$ cat src/rtl/memcyc_pkg.sv
package memcyc_pkg;

  // Bus phases of one external access.
  typedef enum logic [2:0] {
    PH_IDLE = 3'd0,
    PH_T1   = 3'd1,
    PH_T2   = 3'd2,
    PH_TW   = 3'd3,
    PH_T3   = 3'd4,
    PH_T4   = 3'd5
  } phase_e;

  localparam int unsigned NUM_LANES = 2;

endpackage

$ cat src/rtl/memcyc_seq.sv
// Phase sequencer: walks IDLE -> T1 -> T2 -> [TW...] -> T3 -> T4 -> IDLE.
module memcyc_seq
  import memcyc_pkg::*;
(
  input  logic   clk,
  input  logic   rst_n,
  input  logic   req_valid,
  input  logic   mem_wait,
  output phase_e phase,
  output logic   load,
  output logic   capture
);

  phase_e phase_q;
  logic   wait_armed_q;

  assign phase   = phase_q;
  assign load    = (phase_q == PH_IDLE) && req_valid;
  assign capture = (phase_q == PH_T3);

  always_ff @(posedge clk or negedge rst_n) begin
    if (!rst_n) begin
      phase_q      <= PH_IDLE;
      wait_armed_q <= 1'b0;
    end else begin
      case (phase_q)
        PH_IDLE: if (req_valid) phase_q <= PH_T1;
        PH_T1: begin
          wait_armed_q <= mem_wait;     // only sample point for a new stretch
          phase_q      <= PH_T2;
        end
        PH_T2:   phase_q <= wait_armed_q ? PH_TW : PH_T3;
        PH_TW:   if (!mem_wait) phase_q <= PH_T3;
        PH_T3:   phase_q <= PH_T4;
        PH_T4:   phase_q <= PH_IDLE;
        default: phase_q <= PH_IDLE;
      endcase
    end
  end

endmodule

$ cat src/rtl/memcyc_reqreg.sv
// Holds the accepted request for the whole access and captures read data.
module memcyc_reqreg #(
  parameter  int AW     = 16,
  parameter  int LANE_W = 8,
  localparam int DW     = 2 * LANE_W
) (
  input  logic          clk,
  input  logic          rst_n,
  input  logic          load,
  input  logic          capture,
  input  logic [AW-1:0] in_addr,
  input  logic          in_write,
  input  logic          in_wide,
  input  logic [DW-1:0] in_wdata,
  input  logic [DW-1:0] bus_din,
  output logic [AW-1:0] addr_q,
  output logic          write_q,
  output logic          wide_q,
  output logic [DW-1:0] wdata_q,
  output logic [DW-1:0] rdata_q
);

  always_ff @(posedge clk or negedge rst_n) begin
    if (!rst_n) begin
      addr_q  <= '0;
      write_q <= 1'b0;
      wide_q  <= 1'b0;
      wdata_q <= '0;
    end else if (load) begin
      addr_q  <= in_addr;
      write_q <= in_write;
      wide_q  <= in_wide;
      wdata_q <= in_wdata;
    end
  end

  always_ff @(posedge clk or negedge rst_n) begin
    if (!rst_n)       rdata_q <= '0;
    else if (capture) rdata_q <= bus_din;
  end

endmodule

$ cat src/rtl/memcyc_lanes.sv
// Byte-lane steering: strobe selection, write replication, read alignment.
module memcyc_lanes
  import memcyc_pkg::*;
#(
  parameter  int LANE_W = 8,
  localparam int DW     = NUM_LANES * LANE_W
) (
  input  logic                 write,
  input  logic                 wide,
  input  logic                 a0,
  input  logic [DW-1:0]        wdata,
  input  logic [DW-1:0]        rdq,
  output logic [NUM_LANES-1:0] lane_sel,
  output logic [DW-1:0]        dout,
  output logic [DW-1:0]        rdata
);

  for (genvar l = 0; l < NUM_LANES; l++) begin : g_lane
    assign lane_sel[l]             = wide | (a0 == 1'(l));
    assign dout[l*LANE_W +: LANE_W] = wide ? wdata[l*LANE_W +: LANE_W]
                                           : wdata[LANE_W-1:0];
  end

  logic [LANE_W-1:0] narrow;
  assign narrow = a0 ? rdq[DW-1:LANE_W] : rdq[LANE_W-1:0];

  always_comb begin
    if (write)     rdata = '0;
    else if (wide) rdata = rdq;
    else           rdata = {{(DW-LANE_W){1'b0}}, narrow};
  end

endmodule

$ cat src/rtl/memcyc_ctrl.sv
// Top: four-phase external memory cycle controller.
module memcyc_ctrl
  import memcyc_pkg::*;
#(
  parameter  int AW     = 16,
  parameter  int LANE_W = 8,
  localparam int DW     = NUM_LANES * LANE_W
) (
  input  logic                 clk,
  input  logic                 rst_n,
  input  logic                 req_valid,
  output logic                 req_ready,
  input  logic [AW-1:0]        req_addr,
  input  logic                 req_write,
  input  logic                 req_wide,
  input  logic [DW-1:0]        req_wdata,
  output logic                 rsp_valid,
  output logic [DW-1:0]        rsp_rdata,
  output logic [AW-1:0]        mem_addr,
  output logic                 mem_ce_n,
  output logic [NUM_LANES-1:0] mem_wr_n,
  output logic                 mem_oe,
  output logic [DW-1:0]        mem_dout,
  input  logic [DW-1:0]        mem_din,
  input  logic                 mem_wait
);

  phase_e                phase;
  logic                  load, capture;
  logic [AW-1:0]         addr_q;
  logic                  write_q, wide_q;
  logic [DW-1:0]         wdata_q, rdata_q;
  logic [NUM_LANES-1:0]  lane_sel;
  logic                  strobe_ph, drive_ph;

  memcyc_seq u_seq (
    .clk       (clk),
    .rst_n     (rst_n),
    .req_valid (req_valid),
    .mem_wait  (mem_wait),
    .phase     (phase),
    .load      (load),
    .capture   (capture)
  );

  memcyc_reqreg #(.AW(AW), .LANE_W(LANE_W)) u_reqreg (
    .clk      (clk),
    .rst_n    (rst_n),
    .load     (load),
    .capture  (capture),
    .in_addr  (req_addr),
    .in_write (req_write),
    .in_wide  (req_wide),
    .in_wdata (req_wdata),
    .bus_din  (mem_din),
    .addr_q   (addr_q),
    .write_q  (write_q),
    .wide_q   (wide_q),
    .wdata_q  (wdata_q),
    .rdata_q  (rdata_q)
  );

  memcyc_lanes #(.LANE_W(LANE_W)) u_lanes (
    .write    (write_q),
    .wide     (wide_q),
    .a0       (addr_q[0]),
    .wdata    (wdata_q),
    .rdq      (rdata_q),
    .lane_sel (lane_sel),
    .dout     (mem_dout),
    .rdata    (rsp_rdata)
  );

  assign strobe_ph = (phase == PH_T2) || (phase == PH_TW) || (phase == PH_T3);
  assign drive_ph  = strobe_ph || (phase == PH_T4);

  assign req_ready = (phase == PH_IDLE);
  assign mem_ce_n  = (phase == PH_IDLE);
  assign mem_addr  = addr_q;
  assign mem_wr_n  = ~(lane_sel & {NUM_LANES{write_q & strobe_ph}});
  assign mem_oe    = write_q & drive_ph;
  assign rsp_valid = (phase == PH_T4);

endmodule

$ cat config.mk
export PLATFORM = sky130hd
export DESIGN_NAME = memcyc_ctrl
export DESIGN_NICKNAME = d
export VERILOG_FILES = /design/src/rtl/memcyc_pkg.sv /design/src/rtl/memcyc_seq.sv /design/src/rtl/memcyc_reqreg.sv /design/src/rtl/memcyc_lanes.sv /design/src/rtl/memcyc_ctrl.sv
export SDC_FILE = /design/constraint.sdc
export NUM_CORES = 1
export LEC_CHECK = 0
export BUFFER_PORTS_ARGS = -buffer_cell sky130_fd_sc_hd__buf_2
export CORE_UTILIZATION = 45
export DETAILED_ROUTE_END_ITERATION = 7
export PLACE_DENSITY = 0.74
export SETUP_SLACK_MARGIN = 0.3
export SYNTH_ARGS = -nofsm -noshare
export SYNTH_HDL_FRONTEND = slang
export SYNTH_HIERARCHICAL = 1
export SYNTH_SLANG_ARGS = --single-unit
$ cat constraint.sdc
create_clock -name clk -period 2.01 [get_ports clk]
set_clock_uncertainty 0.2 [all_clocks]
set_input_delay 0.402 -clock clk [delete_from_list [all_inputs] [get_ports clk]]
set_output_delay 0.402 -clock clk [all_outputs]
set_load 0.05 [all_outputs]
==> impl_metrics.csv <==
group,metric,value,unit
global_route,grt_start_max_net_pins,29,
placed_design,gp_congestion,0.749,
die,top_level_ports,108,
route,wl,7.02,mm
sta,layout_setup_ws,-0.0399,ns
sta,hold_violations,0,
run,maxCapViolCount,0,
yosys,yosys-top-cells-area,"dfrtp_1 (48%), mux2_4 (22%), mux2_2 (7.2%)",
clock_tree,cts_buffers,5,
yosys,syn_area_per_cell,14.9,µm²
die,die_h,81.2,µm
worst_setup_path,cp.arrival,1.45,ns
global_route,grt_first_pass_wirelength,10.3,mm
route,wl_met1,2.94,mm
die,dieArea,6600,µm²
die,rows,28,
yosys,synthCells,190,
sta,setup_viol,16,
worst_setup_path,crit_type,"flip-flop to output port",
die,core_area,5990,µm²
placed_design,io_buffers,107,
finish,nNetsFinal,378,
run_status,failed_checks,"negative setup slack",
yosys,synth_top_cell_area_share,47.8,%
sta,drv_slew,0,
yosys,synth_commonest_cells,"dfrtp_1 (54), mux2_4 (41), mux2_2 (18)",
route,wl_per_cell,17.5,µm
yosys,ys_warn_count,6,
route,drtIter0Drc,40,
global_route,grt_pass1_vias,1974,
global_route,grt_util_all_layers,21.2,%
run_status,status,"finished with violations",
min_path,hp-class,"input pin to flip-flop",
clock_tree,clk_pin_slew,0.09,ns
worst_setup_path,end_kind,"output port",
sta,clock.fmax,488,MHz
route,topRoutingLayerUsed,"met4",
die,start_util,47.2,%
sta,maxSlewHeadroom,75.6,%
route,routed_via_density,4.94,
global_route,antenna_found_initial,0,
sta,period_share,102,%
route,num_vias,1974,
placed_design,dp_hpwl,4.03,mm
clock_tree,ctsLongestPathBuffers,2,
yosys,ys_seq_area_share,47.8,%
clock_tree,htree_num_levels,2,
clock_tree,cts_tree,"built",
yosys,synth_most_common_cell,"dfrtp_1",
finish,synthToLayoutAreaGrowth,54.5,%
sta,holdWs,0.122,ns
finish,fillCellCount,400,
sta,period_needed,2.05,ns
yosys,syn_nets,244,
sta,fin_tns_setup,-0.257,ns
worst_setup_path,worstPathRequired,1.41,ns
yosys,synth_cell_type_count,30,
worst_setup_path,crit_fanout,6,
route,detail-route-antenna-nets,0,
clock_tree,cts_sinks,54,
yosys,synth_flop_cell,"dfrtp_1",
global_route,grt.overflow.total,0,
route,drc,0,
clock_tree,insertion_delay,0.30,ns
route,routed-wl-met2,3.65,mm
yosys,ys_ff_latch,54,
placed_design,pre_cts_ws,0.146,ns
route,wl_met3,379,µm
route,firstDrtPassIters,4,
yosys,syn_area,2830,µm²
yosys,synth_top_cell_by_area,"dfrtp_1",
yosys,synthArstFlopShare,100,%
clock_tree,cts_root_buffer,"clkbuf_8",
die,die_w,81.2,µm
finish,drive_gt1_share,78.5,%
sta,grt_setup_unrepaired,"true",
sta,tightest_slew,0.365,ns
worst_setup_path,start_kind,"flip-flop",
yosys,synth-edff-count,0,
finish,antenna_cells,0,
-- routing by layer --
| metal | track usage [%] | vias to the layer above |
|---|---|---|
| met5 | 0 | - |
| met4 | 4.82 | 0 |
| met3 | 4.38 | 4 |
| met2 | 38.6 | 74 |
| met1 | 25.4 | 967 |
| li1 | - | 929 |
-- critical path, cell delays in order, from the launching register on --
cell	delay, ns
dfrtp_2	0.46
buf_4	0.17
nand4bb_1	0.24
o21ai_4	0.10
buf_6	0.18
-- cells in the final DEF (no fill, tap or decap), drive strengths merged --
cell type	Yosys	final
clkinvlp	0	2
nand4bb	8	8
o21a	1	1
nor3b	1	1
inv	3	2
o31ai	1	1
dlygate4sd3	0	1
nor3	2	2
mux2	59	59
buf	19	143
and2	9	9
a21oi	2	2
nand2	1	1
a31o	1	1
nor2	1	1
nand3	1	1
or2	1	1
nand2b	8	8
clkbuf	0	9
and3	1	1
o211ai	2	2
nor2b	5	5
o21ai	10	10
dfrtp	54	54
-- what timing repair did --
item,in CTS,in global routing
setup endpoints to repair,64,81
hold endpoints to repair,54,0
pin swaps,4,6
gates cloned,5,2
gates resized for setup,118,16
buffers inserted,16,6
hold buffers,1,0
-- final cells by class --
cell class / count / area (µm²) / share of cell area (%)
clock inverters: 1 / 7.51 / 0.172
repair buffers: 146 / 1290 / 29.6
well taps: 75 / 93.8 / 2.15
clock buffers: 7 / 76.3 / 1.75
multi-input cells: 114 / 1520 / 34.8
flip-flops and latches: 54 / 1360 / 31.2
inverters: 3 / 15.0 / 0.344
-- flip-flops by register name (all words and copies together), names as in the netlist --
register and cells:
u_reqreg/wide_q 1, u_reqreg/wdata_q 16, u_seq/wait_armed_q 1, u_seq/phase 3, u_reqreg/addr_q 16, u_reqreg/write_q 1
u_reqreg/rdata_q 16
-- cells by family after synthesis --
| kind of cell | count (synthesis) | share of synthesized area, % |
|---|---|---|
| AO/OA/AOI/OAI | 17 | 4.56 |
| multiplexers | 59 | 29.0 |
| buffers and inverters | 22 | 7.79 |
| flip-flops | 54 | 47.8 |
| AND/OR/NAND/NOR | 38 | 10.9 |
-- final timing paths --
check,start,to,slack (ns),cells after the start
setup / recovery,u_reqreg/wide_q,rsp_rdata[1],-0.04,4
min in group asynchronous,rst_n,u_reqreg/addr_q[8],0.45,3
max in group asynchronous,rst_n,u_reqreg/addr_q[0],0.85,3
setup reg to reg,u_seq/phase[1],u_reqreg/wdata_q[4],0.11,7
hold reg to reg,u_reqreg/addr_q[8],u_reqreg/addr_q[8],0.31,1
hold / removal,req_wdata[0],u_reqreg/wdata_q[0],0.12,2
-- stage by stage --
step                      cells  cell area, µm²  util, %
after global routing        400            4370     72.9
final                       400            4370     72.9
after floorplan             190            2910        -
after global placement      362            3420     57.2
after detailed placement    362            3420     57.2
after CTS                   392            4200     70.1
Power is not shown: default switching activity piles up to over one toggle a cycle in this logic, so the estimate is an artifact.
